<file path="src/rtl/dmafe_pkg.sv">
package dmafe_pkg;

  localparam logic [6:0] OPC_DMA = 7'b0101011;
  localparam logic [2:0] F3_DMA  = 3'b000;

  typedef enum logic [2:0] {
    OP_SRC   = 3'd0,
    OP_DST   = 3'd1,
    OP_CPYI  = 3'd2,
    OP_CPYR  = 3'd3,
    OP_STATI = 3'd4,
    OP_STATR = 3'd5,
    OP_STRD  = 3'd6,
    OP_REPS  = 3'd7
  } dma_op_e;

  typedef enum logic [1:0] {
    Q_DONE = 2'd0,
    Q_RSV1 = 2'd1,
    Q_BUSY = 2'd2,
    Q_RSV3 = 2'd3
  } query_e;

  typedef struct packed {
    logic       hit;
    dma_op_e    op;
    logic [4:0] rd;
    logic [4:0] rs2f;
  } dec_t;

  // Channel number from config bits 4:2; out-of-range folds to channel 0.
  function automatic logic [2:0] sel_channel(logic [4:0] cfg, int unsigned nch);
    if ({29'd0, cfg[4:2]} >= nch[31:0]) return 3'd0;
    return cfg[4:2];
  endfunction

  function automatic logic op_is_copy(dma_op_e op);
    return (op == OP_CPYI) || (op == OP_CPYR);
  endfunction

  function automatic logic op_is_stat(dma_op_e op);
    return (op == OP_STATI) || (op == OP_STATR);
  endfunction

  function automatic logic op_cfg_imm(dma_op_e op);
    return (op == OP_CPYI) || (op == OP_STATI);
  endfunction

endpackage

</file>
<file path="src/rtl/dmafe_decode.sv">
module dmafe_decode
  import dmafe_pkg::*;
(
  input  logic [31:0] word_i,
  output dec_t        dec_o
);

  logic unused_rs1f;
  assign unused_rs1f = ^word_i[19:15];

  always_comb begin
    dec_o.hit  = (word_i[6:0] == OPC_DMA) && (word_i[14:12] == F3_DMA) &&
                 (word_i[31:28] == 4'd0);
    dec_o.op   = dma_op_e'(word_i[27:25]);
    dec_o.rd   = word_i[11:7];
    dec_o.rs2f = word_i[24:20];
  end

endmodule

</file>
<file path="src/rtl/dmafe_stage.sv">
module dmafe_stage
  import dmafe_pkg::*;
#(
  parameter int unsigned XLEN = 32
) (
  input  logic              clk_i,
  input  logic              rst_ni,
  input  logic              we_i,
  input  dma_op_e           op_i,
  input  logic [XLEN-1:0]   rs1_i,
  input  logic [XLEN-1:0]   rs2_i,
  output logic [2*XLEN-1:0] src_o,
  output logic [2*XLEN-1:0] dst_o,
  output logic [XLEN-1:0]   sstride_o,
  output logic [XLEN-1:0]   dstride_o,
  output logic [XLEN-1:0]   reps_o
);

  always_ff @(posedge clk_i or negedge rst_ni) begin
    if (!rst_ni) begin
      src_o     <= '0;
      dst_o     <= '0;
      sstride_o <= '0;
      dstride_o <= '0;
      reps_o    <= '0;
    end else if (we_i) begin
      case (op_i)
        OP_SRC:  src_o <= {rs2_i, rs1_i};
        OP_DST:  dst_o <= {rs2_i, rs1_i};
        OP_STRD: begin
          sstride_o <= rs1_i;
          dstride_o <= rs2_i;
        end
        OP_REPS: reps_o <= rs1_i;
        default: ;
      endcase
    end
  end

endmodule

</file>
<file path="src/rtl/dmafe_chan.sv">
module dmafe_chan #(
  parameter int unsigned IDW = 32
) (
  input  logic           clk_i,
  input  logic           rst_ni,
  input  logic           issue_i,
  input  logic           done_i,
  output logic [IDW-1:0] next_id_o,
  output logic [IDW-1:0] done_id_o
);

  logic [IDW-1:0] issued_q;

  always_ff @(posedge clk_i or negedge rst_ni) begin
    if (!rst_ni) begin
      issued_q  <= '0;
      done_id_o <= '0;
    end else begin
      if (issue_i) issued_q <= issued_q + IDW'(1);
      if (done_i) done_id_o <= done_id_o + IDW'(1);
    end
  end

  // ID a copy accepted this cycle receives.
  assign next_id_o = issued_q + IDW'(1);

endmodule

</file>
<file path="src/rtl/dma_issue_frontend.sv">
module dma_issue_frontend
  import dmafe_pkg::*;
#(
  parameter int unsigned NUM_CH = 4,
  parameter int unsigned XLEN   = 32
) (
  input  logic              clk_i,
  input  logic              rst_ni,
  input  logic              off_valid_i,
  output logic              off_ready_o,
  input  logic [31:0]       off_instr_i,
  input  logic [XLEN-1:0]   off_rs1_i,
  input  logic [XLEN-1:0]   off_rs2_i,
  output logic              wb_valid_o,
  output logic [4:0]        wb_rd_o,
  output logic [XLEN-1:0]   wb_data_o,
  output logic [NUM_CH-1:0] xfer_valid_o,
  input  logic [NUM_CH-1:0] xfer_ready_i,
  output logic [2*XLEN-1:0] xfer_src_o,
  output logic [2*XLEN-1:0] xfer_dst_o,
  output logic [XLEN-1:0]   xfer_len_o,
  output logic [XLEN-1:0]   xfer_src_stride_o,
  output logic [XLEN-1:0]   xfer_dst_stride_o,
  output logic [XLEN-1:0]   xfer_reps_o,
  output logic              xfer_decouple_o,
  output logic              xfer_2d_o,
  input  logic [NUM_CH-1:0] ch_done_i,
  input  logic [NUM_CH-1:0] ch_busy_i
);

  dec_t            dec;
  logic            is_cp_w, is_st_w;
  logic [4:0]      cfg_w;
  logic [2:0]      tgt_w;
  logic [NUM_CH-1:0] sel_oh_w;
  logic            accept_w, copy_fire_w;
  logic [XLEN-1:0] result_w;

  logic [2*XLEN-1:0] st_src, st_dst;
  logic [XLEN-1:0]   st_sstr, st_dstr, st_reps;

  logic [XLEN-1:0] next_ids [NUM_CH];
  logic [XLEN-1:0] done_ids [NUM_CH];

  dmafe_decode u_dec (
    .word_i (off_instr_i),
    .dec_o  (dec)
  );

  assign is_cp_w = dec.hit && op_is_copy(dec.op);
  assign is_st_w = dec.hit && op_is_stat(dec.op);
  assign cfg_w   = op_cfg_imm(dec.op) ? dec.rs2f : off_rs2_i[4:0];
  assign tgt_w   = sel_channel(cfg_w, NUM_CH);

  for (genvar c = 0; c < NUM_CH; c++) begin : g_sel
    assign sel_oh_w[c]     = (tgt_w == 3'(c));
    assign xfer_valid_o[c] = off_valid_i && is_cp_w && sel_oh_w[c];
  end

  assign off_ready_o = !is_cp_w || (|(sel_oh_w & xfer_ready_i));
  assign accept_w    = off_valid_i && off_ready_o;
  assign copy_fire_w = accept_w && is_cp_w;

  dmafe_stage #(.XLEN(XLEN)) u_stage (
    .clk_i     (clk_i),
    .rst_ni    (rst_ni),
    .we_i      (accept_w && dec.hit),
    .op_i      (dec.op),
    .rs1_i     (off_rs1_i),
    .rs2_i     (off_rs2_i),
    .src_o     (st_src),
    .dst_o     (st_dst),
    .sstride_o (st_sstr),
    .dstride_o (st_dstr),
    .reps_o    (st_reps)
  );

  for (genvar c = 0; c < NUM_CH; c++) begin : g_ch
    dmafe_chan #(.IDW(XLEN)) u_chan (
      .clk_i     (clk_i),
      .rst_ni    (rst_ni),
      .issue_i   (copy_fire_w && sel_oh_w[c]),
      .done_i    (ch_done_i[c]),
      .next_id_o (next_ids[c]),
      .done_id_o (done_ids[c])
    );
  end

  // Descriptor payload, shared by all channels.
  assign xfer_src_o        = st_src;
  assign xfer_dst_o        = st_dst;
  assign xfer_len_o        = off_rs1_i;
  assign xfer_decouple_o   = cfg_w[0];
  assign xfer_2d_o         = cfg_w[1];
  assign xfer_src_stride_o = cfg_w[1] ? st_sstr : '0;
  assign xfer_dst_stride_o = cfg_w[1] ? st_dstr : '0;
  assign xfer_reps_o       = cfg_w[1] ? st_reps : XLEN'(1);

  always_comb begin
    result_w = '0;
    for (int c = 0; c < NUM_CH; c++) begin
      if (sel_oh_w[c]) begin
        if (is_cp_w) begin
          result_w = next_ids[c];
        end else begin
          case (query_e'(cfg_w[1:0]))
            Q_DONE:  result_w = done_ids[c];
            Q_BUSY:  result_w = XLEN'(ch_busy_i[c]);
            default: result_w = '0;
          endcase
        end
      end
    end
  end

  always_ff @(posedge clk_i or negedge rst_ni) begin
    if (!rst_ni) begin
      wb_valid_o <= 1'b0;
      wb_rd_o    <= '0;
      wb_data_o  <= '0;
    end else begin
      wb_valid_o <= accept_w && (is_cp_w || is_st_w) && (dec.rd != 5'd0);
      wb_rd_o    <= dec.rd;
      wb_data_o  <= result_w;
    end
  end

endmodule

</file>
<file path="config.mk">
export PLATFORM = sky130hd
export DESIGN_NAME = dma_issue_frontend
export DESIGN_NICKNAME = d
export VERILOG_FILES = /design/src/rtl/dmafe_pkg.sv /design/src/rtl/dmafe_decode.sv /design/src/rtl/dmafe_stage.sv /design/src/rtl/dmafe_chan.sv /design/src/rtl/dma_issue_frontend.sv
export SDC_FILE = /design/constraint.sdc
export NUM_CORES = 1
export LEC_CHECK = 0
export ABC_AREA = 0
export BUFFER_PORTS_ARGS = -buffer_cell sky130_fd_sc_hd__buf_2
export CAP_MARGIN = 20
export CORE_AREA = 2 2 247 188
export CTS_BUF_LIST = sky130_fd_sc_hd__clkbuf_2
export CTS_CLUSTER_SIZE = 14
export DETAILED_ROUTE_END_ITERATION = 8
export DIE_AREA = 0 0 249 190
export GPL_TIMING_DRIVEN = 0
export HOLD_SLACK_MARGIN = 0.1
export PLACE_DENSITY = 0.85
export SETUP_SLACK_MARGIN = 0.2
export SYNTH_ARGS = -nofsm -noshare
export SYNTH_HDL_FRONTEND = slang
export SYNTH_HIERARCHICAL = 1
export SYNTH_SLANG_ARGS = --single-unit
export TNS_END_PERCENT = 30
</file>
<file path="constraint.sdc">
create_clock -name clk_i -period 2.7 [get_ports clk_i]
set_clock_uncertainty 0.05 [all_clocks]
set_input_delay 0.405 -clock clk_i [delete_from_list [all_inputs] [get_ports clk_i]]
set_output_delay 0.405 -clock clk_i [all_outputs]
set_load 0.01 [all_outputs]
</file>
==> results of run 1 <==
## final timing paths
path | startpoint | end | cells past startpoint
min in group asynchronous | rst_ni | u_stage/dst_o[16]$_DFFE_PN0P_ | 4
setup / recovery | off_instr_i[26] | u_stage/src_o[58]$_DFFE_PN0P_ | 12
hold reg to reg | g_ch[1].u_chan/done_id_o[31]$_DFFE_PN0P_ | g_ch[1].u_chan/done_id_o[31]$_DFFE_PN0P_ | 1
setup reg to reg | g_ch[1].u_chan/issued_q[0]$_DFFE_PN0P_ | wb_data_o[22]$_DFF_PN0_ | 9
max in group asynchronous | rst_ni | g_ch[1].u_chan/issued_q[8]$_DFFE_PN0P_ | 5
hold / removal | off_instr_i[25] | u_stage/dst_o[28]$_DFFE_PN0P_ | 5
## power by group
group          switching (mW)  internal [mW]  total, mW
clock network            3.46           2.37       5.82
registers               0.331           7.99       8.32
logic                   0.953          0.701       1.65
## sequential cells by signal (all words and copies together) (netlist names)
register / flops
u_stage/sstride_o: 32
u_stage/dstride_o: 32
u_stage/dst_o: 64
u_stage/src_o: 64
wb_rd_o: 5
wb_data_o: 32
wb_valid_o: 1
u_stage/reps_o: 32
g_ch.u_chan/issued_q: 128
g_ch.u_chan/done_id_o: 128
## final cells by class
cell class / count / area [µm²] / area share (%)
clock buffers: 193 / 965.9 / 2.836
repair buffers: 664 / 4628 / 13.59
clock inverters: 27 / 252.7 / 0.7421
multi-input cells: 1599 / 13140 / 38.58
well taps: 595 / 744.5 / 2.186
diodes: 3 / 7.507 / 0.02204
flip-flops and latches: 518 / 12990 / 38.13
plain buffers: 176 / 1206 / 3.542
inverters: 34 / 127.6 / 0.3747
## layout by cell type, fill, tap and decap left out, drive strengths merged, types with 10 or more instances in the layout
cell type / instances
nand2: 130
dlygate4sd3: 190
buf: 568
inv: 37
nor4: 69
a22oi: 106
a221oi: 18
nand3: 121
nand4: 97
or2: 10
nor2b: 100
o22a: 22
and3: 29
and4: 26
dfrtp: 518
xnor2: 193
nor2: 78
o221a: 10
o221ai: 22
mux2: 232
nor3: 82
clkbuf: 273
clkinv: 15
xor2: 177
## routing by layer
metal | global-route usage (%) | wire length [µm]
met5 | 0 | 9
met4 | 20.84 | 6954
met3 | 12.34 | 11340
met2 | 59.02 | 42840
met1 | 50.48 | 36200
## Yosys cell counts (3+ instances only)
library cell  count
and4_1           26
o22ai_1           3
nand3b_1          3
o22a_1           22
nor2_1           77
a22oi_1         106
o21ai_0           5
nor3b_1           4
or2_2            10
nand2b_1          9
clkbuf_8          6
and3_1           29
inv_1            34
clkbuf_1         78
nor4_1           61
o221a_1          10
nor3_1           82
or4_1             5
mux2_1            5
ha_1              8
a221oi_1         18
o31a_1            4
xnor2_1         193
or4_4             4
nand3_1         121
and2_1            4
nand4_4           4
buf_2            22
buf_6            12
dfrtp_1         518
buf_1             5
o221ai_1         22
a21oi_1           4
nand2_1         130
nor4_2            8
nand4_1          93
a211oi_1          4
o21bai_1          3
nor2b_1         100
mux2_2          227
buf_4            53
xor2_1          176
## worst max-delay path, delay by kind of cell
kind	cells	cell delay [ps]
muxes	1	370
and+or+nand+nor	4	1150
AOI/OAI and AO/OA	2	400
buffers and inverters	4	1240
xor gates and xnor gates	1	160
## repair_timing
action                                  4_1_cts  5_1_grt
pin swaps                                    47       37
buffers inserted                             49       25
resized for setup                           152      117
endpoints found under the hold margin       598       12
hold buffers                                187        6
endpoints found under the setup margin      239      122
cloned                                        0        0
## logic make-up after synthesis
family / after synthesis
buffers and inverters: 210
adders and majority gates: 8
DFF: 518
muxes: 235
and+or+nand+nor: 779
xor gates and xnor gates: 370
AOI/OAI and AO/OA: 207
==> impl_metrics.env, run 1 <==
export IMPL_status="finished with violations"
export IMPL_violations="negative setup slack"
export IMPL_synthArstFlopShare_pct=100.0
export IMPL_drcViolationCount=0
export IMPL_synth_top_family_by_area="simple AND/OR/NAND/NOR gates"
export IMPL_viasPerCell=6.335
export IMPL_synth_xor_area_share_pct=12.42
export IMPL_dieArea_mm2=0.04731
export IMPL_area_growth_pct=30.26
export IMPL_cts_buffers=133
export IMPL_critical_path_arrival_ps=3730
export IMPL_synthesis_area_mm2=0.02615
export IMPL_ant_nets=0
export IMPL_worst_setup_path_end_kind="flop"
export IMPL_clk_latency_ps=1170
export IMPL_utilization_pct=75.39
export IMPL_slowest_stage="dlygate4sd3_1"
export IMPL_syn_inst=2327
export IMPL_coreArea_mm2=0.04518
export IMPL_fin_crit_sh_pct=102.0
export IMPL_hold_viol=0
export IMPL_synth_simple_area_share_pct=16.65
export IMPL_start_util_pct=57.87
export IMPL_htreeDepth=4
export IMPL_pre_cts_ws_ps=-1559
export IMPL_grt_max_degree=129
export IMPL_cts_tree="yes"
export IMPL_ys_ff_latch=518
export IMPL_yosysTopAreaCell="dfrtp_1"
export IMPL_place_congestion=0.9546
export IMPL_yosys_area_top_type_share_pct=49.58
export IMPL_drv_cap=0
export IMPL_critical_path_max_fanout=10
export IMPL_worst_pin_slew_ps=918.7
export IMPL_io_pins=412
export IMPL_drt_pass1_iter_count=8
export IMPL_dieWidth_um=249
export IMPL_irDropWorstVdd_uv=351.4
export IMPL_n_fill_cell=2720
export IMPL_slew_headroom_pct=38.76
export IMPL_grt_pass1_vias=23430
export IMPL_critPathLaunchType="primary input"
export IMPL_layout_drive_gt1_share_pct=38.90
export IMPL_setup_viol=6
export IMPL_port_buffers=393
export IMPL_globalRouteOverflowTotal=0
export IMPL_power_mw=15.80
export IMPL_synth_yosys_warnings=6
export IMPL_gr_usage_all_layers_pct=39.01
export IMPL_ys_top_cells_by_area="dfrtp_1 50%, mux2_2 9.8%, xnor2_1 6.5%, xor2_1 5.9%, a22oi_1 3.0%"
export IMPL_fin_hold_ws_ps=171.2
export IMPL_rows=68
export IMPL_clock_path_buffers=3
export IMPL_vias=24130
export IMPL_avgSynthCellArea_um2=11.24
export IMPL_worstHoldPathType="in -> reg"
export IMPL_r2r_setup_slack_ps=60
export IMPL_synth_cell_type_count=58
export IMPL_wirelength_um=97330
export IMPL_clkTransAtPathRegs_ps=110
export IMPL_p_per_area_mw_per_mm2=463.8
export IMPL_p_leak_nw=17.16
export IMPL_wire_per_inst_um=25.55
export IMPL_worstPathCellList="buf_6 -> xnor2_4 -> nor2_4 -> buf_4 -> a31oi_4 -> o22ai_1 -> or3_4 -> and3_1 -> nor4b_2 -> buf_4 -> mux2_2 -> dlygate4sd3_1"
export IMPL_clock_sinks=518
export IMPL_synth_mux_area_share_pct=10.14
export IMPL_fp_dieH_um=190
export IMPL_fin_ws_ps=-53.24
export IMPL_cts_root_buf="clkbuf_2"
export IMPL_final_instance_count_excl_fill=3809
export IMPL_synth_compound_area_share_pct=6.374
export IMPL_synth_edf_count=0
export IMPL_crit_required_ps=3680
export IMPL_dpl_instance_area_mm2=0.02923
export IMPL_nets=3245
export IMPL_fmax_ghz=0.3632
export IMPL_drt_iter0_drc=3067
export IMPL_ys_flop_type="dfrtp_1"
export IMPL_slew_violations=0
export IMPL_final_area_mm2=0.03406
export IMPL_crit_type="in -> reg"
export IMPL_syn_nets=2446
export IMPL_rsz0062_at_grt="true"
export IMPL_slowest_delay_ps=550
export IMPL_ys_seq_area_share_pct=49.58
export IMPL_grt_pass1_wl_um=140700
export IMPL_antenna_found_initial=5
export IMPL_dp_cells=3319
export IMPL_dp_hpwl_um=60700
export IMPL_finalSetupTns_ps=-174.9
export IMPL_yosys_area_share_adder_pct=0.3828
export IMPL_period_needed_ps=2753
export IMPL_cpMostUsedCell="buf_4"
No activity file was read; power rests on OpenSTA's default activity.
==> run 2, diff against run 1 <==
--- a/config.mk
+++ b/config.mk
@@ -16,6 +16,7 @@
 export GPL_TIMING_DRIVEN = 0
 export HOLD_SLACK_MARGIN = 0.1
 export PLACE_DENSITY = 0.85
+export RECOVER_POWER = 25
 export SETUP_SLACK_MARGIN = 0.2
 export SYNTH_ARGS = -nofsm -noshare
 export SYNTH_HDL_FRONTEND = slang
==> run 2 against run 1 <==
Utilization down 0.17 points. Cell area down 0.23%. Sequential cell count unchanged. Clock-buffer cell count unchanged. Combinational power about the same. Critical path type unchanged. The flow still finishes with violations (negative setup slack). Highest routed layer unchanged.
==> impl_metrics.env, run 2 (synthesized netlist as in run 1, its figures left out) <==
export IMPL_area_growth_pct=29.97
export IMPL_pre_cts_ws_ps=-1559
export IMPL_utilization_pct=75.21
export IMPL_dp_hpwl_um=60700
export IMPL_critical_path_arrival_ps=3950
export IMPL_crit_type="in -> reg"
export IMPL_period_needed_ps=2939
export IMPL_grt_pass1_wl_um=140700
export IMPL_grt_max_degree=129
export IMPL_wire_per_inst_um=25.63
export IMPL_layout_commonest_cell="dfrtp_1"
export IMPL_rsz0062_at_grt="true"
export IMPL_ant_nets=0
export IMPL_grt_pass1_vias=23430
export IMPL_start_util_pct=57.87
export IMPL_dieWidth_um=249
export IMPL_worstPathCellList="buf_2 -> and4b_1 -> and4_4 -> nand2_2 -> or2_2 -> or3_4 -> and3_1 -> and4bb_2 -> buf_6 -> dlygate4sd3_1 -> mux2_2"
export IMPL_critPathLaunchType="primary input"
export IMPL_slew_headroom_pct=6.326
export IMPL_worst_setup_path_end_kind="flop"
export IMPL_drt_pass1_iter_count=6
export IMPL_critical_path_max_fanout=8
export IMPL_p_per_area_mw_per_mm2=464.9
export IMPL_htreeDepth=4
export IMPL_finalSetupTns_ps=-3807
export IMPL_place_congestion=0.9546
export IMPL_reg_top3="g_ch.u_chan/done_id_o: 128 flops, g_ch.u_chan/issued_q: 128 flops"
export IMPL_drcViolationCount=0
export IMPL_wirelength_um=97590
export IMPL_drv_cap=0
export IMPL_p_leak_nw=17.11
export IMPL_fp_dieH_um=190
export IMPL_n_fill_cell=2736
export IMPL_dieArea_mm2=0.04731
export IMPL_hold_viol=0
export IMPL_violations="negative setup slack"
export IMPL_setup_viol=36
export IMPL_clkTransAtPathRegs_ps=90
export IMPL_fin_ws_ps=-239.3
export IMPL_antenna_found_initial=5
export IMPL_fin_crit_sh_pct=108.9
export IMPL_cts_tree="yes"
export IMPL_worst_pin_slew_ps=1405
export IMPL_fmax_ghz=0.3402
export IMPL_clk_latency_ps=1170
export IMPL_io_pins=412
export IMPL_port_buffers=393
export IMPL_slowest_delay_ps=700
export IMPL_clock_path_buffers=3
export IMPL_clock_sinks=518
export IMPL_viasPerCell=6.349
export IMPL_slowest_stage="dlygate4sd3_1"
export IMPL_drt_iter0_drc=3164
export IMPL_cts_buffers=133
export IMPL_globalRouteOverflowTotal=0
export IMPL_nets=3245
export IMPL_vias=24180
export IMPL_power_mw=15.80
export IMPL_crit_required_ps=3710
export IMPL_layout_drive_gt1_share_pct=38.71
export IMPL_irDropWorstVdd_uv=352.9
export IMPL_cts_root_buf="clkbuf_2"
export IMPL_worstHoldPathType="in -> reg"
export IMPL_slew_violations=0
export IMPL_status="finished with violations"
export IMPL_coreArea_mm2=0.04518
export IMPL_final_cell_mix="499 x dfrtp_1, 404 x buf_2, 227 x mux2_2, 221 x clkbuf_2, 190 x dlygate4sd3_1"
export IMPL_rows=68
export IMPL_gr_usage_all_layers_pct=39.01
run 2: layout make-up:
type	count	area [µm²]	area share [%]
multi-input cells	1599	13140	38.67
inverters	34	127.6	0.3756
plain buffers	176	1202	3.539
repair buffers	664	4557	13.41
flip-flops and latches	518	12990	38.22
diodes	2	5.005	0.01473
clock inverters	27	252.7	0.7438
well taps	595	744.5	2.191
clock buffers	193	965.9	2.843
run 2: where the power goes:
part | internal, mW | switching (mW)
logic | 0.687 | 0.952
registers | 7.99 | 0.332
clock network | 2.36 | 3.47
run 2: worst paths after layout:
path	start	end	slack, ps	cells after the start
worst max register to register	g_ch[0].u_chan/issued_q[13]$_DFFE_PN0P_	wb_data_o[25]$_DFF_PN0_	100	9
worst max-delay path	off_instr_i[1]	u_stage/dst_o[1]$_DFFE_PN0P_	-240	11
worst min-delay path	off_instr_i[24]	wb_data_o[17]$_DFF_PN0_	160	5
max in group asynchronous	rst_ni	g_ch[1].u_chan/issued_q[8]$_DFFE_PN0P_	270	5
worst min register to register	g_ch[1].u_chan/done_id_o[31]$_DFFE_PN0P_	g_ch[1].u_chan/done_id_o[31]$_DFFE_PN0P_	430	1
min in group asynchronous	rst_ni	u_stage/sstride_o[5]$_DFFE_PN0P_	670	4
run 2: critical path: cells and delay by family:
family | cells | cell delay [ps]
and+or+nand+nor | 7 | 2070
buffers and inverters | 3 | 1140
muxes | 1 | 330
run 2: routing by layer:
| metal | up-vias | share of wire [%] | track usage (%) |
|---|---|---|---|
| li1 | 9956 | - | - |
| met1 | 11820 | 37 | 50.48 |
| met5 | - | 0.047 | 0 |
| met3 | 551 | 12 | 12.34 |
| met2 | 1840 | 44 | 59.02 |
| met4 | 8 | 7.2 | 20.84 |
run 2: timing repair:
action	in CTS	in global routing
endpoints found under the hold margin	598	12
gates resized for setup	152	117
hold buffers	187	6
setup buffers	49	25
endpoints found under the setup margin	239	122
pin swaps	47	37
run 2: metrics by stage:
step | hold WS (ps) | std cells | instance area (µm²)
finish | 160.5 | 3808 | 33980
global route | 84.18 | 3807 | 33980
CTS | 103.7 | 3775 | 33300
detailed placement | 315.7 | 3319 | 29230
global placement | 406.7 | 3315 | 29110
floorplan | 59.41 | 2327 | 26400
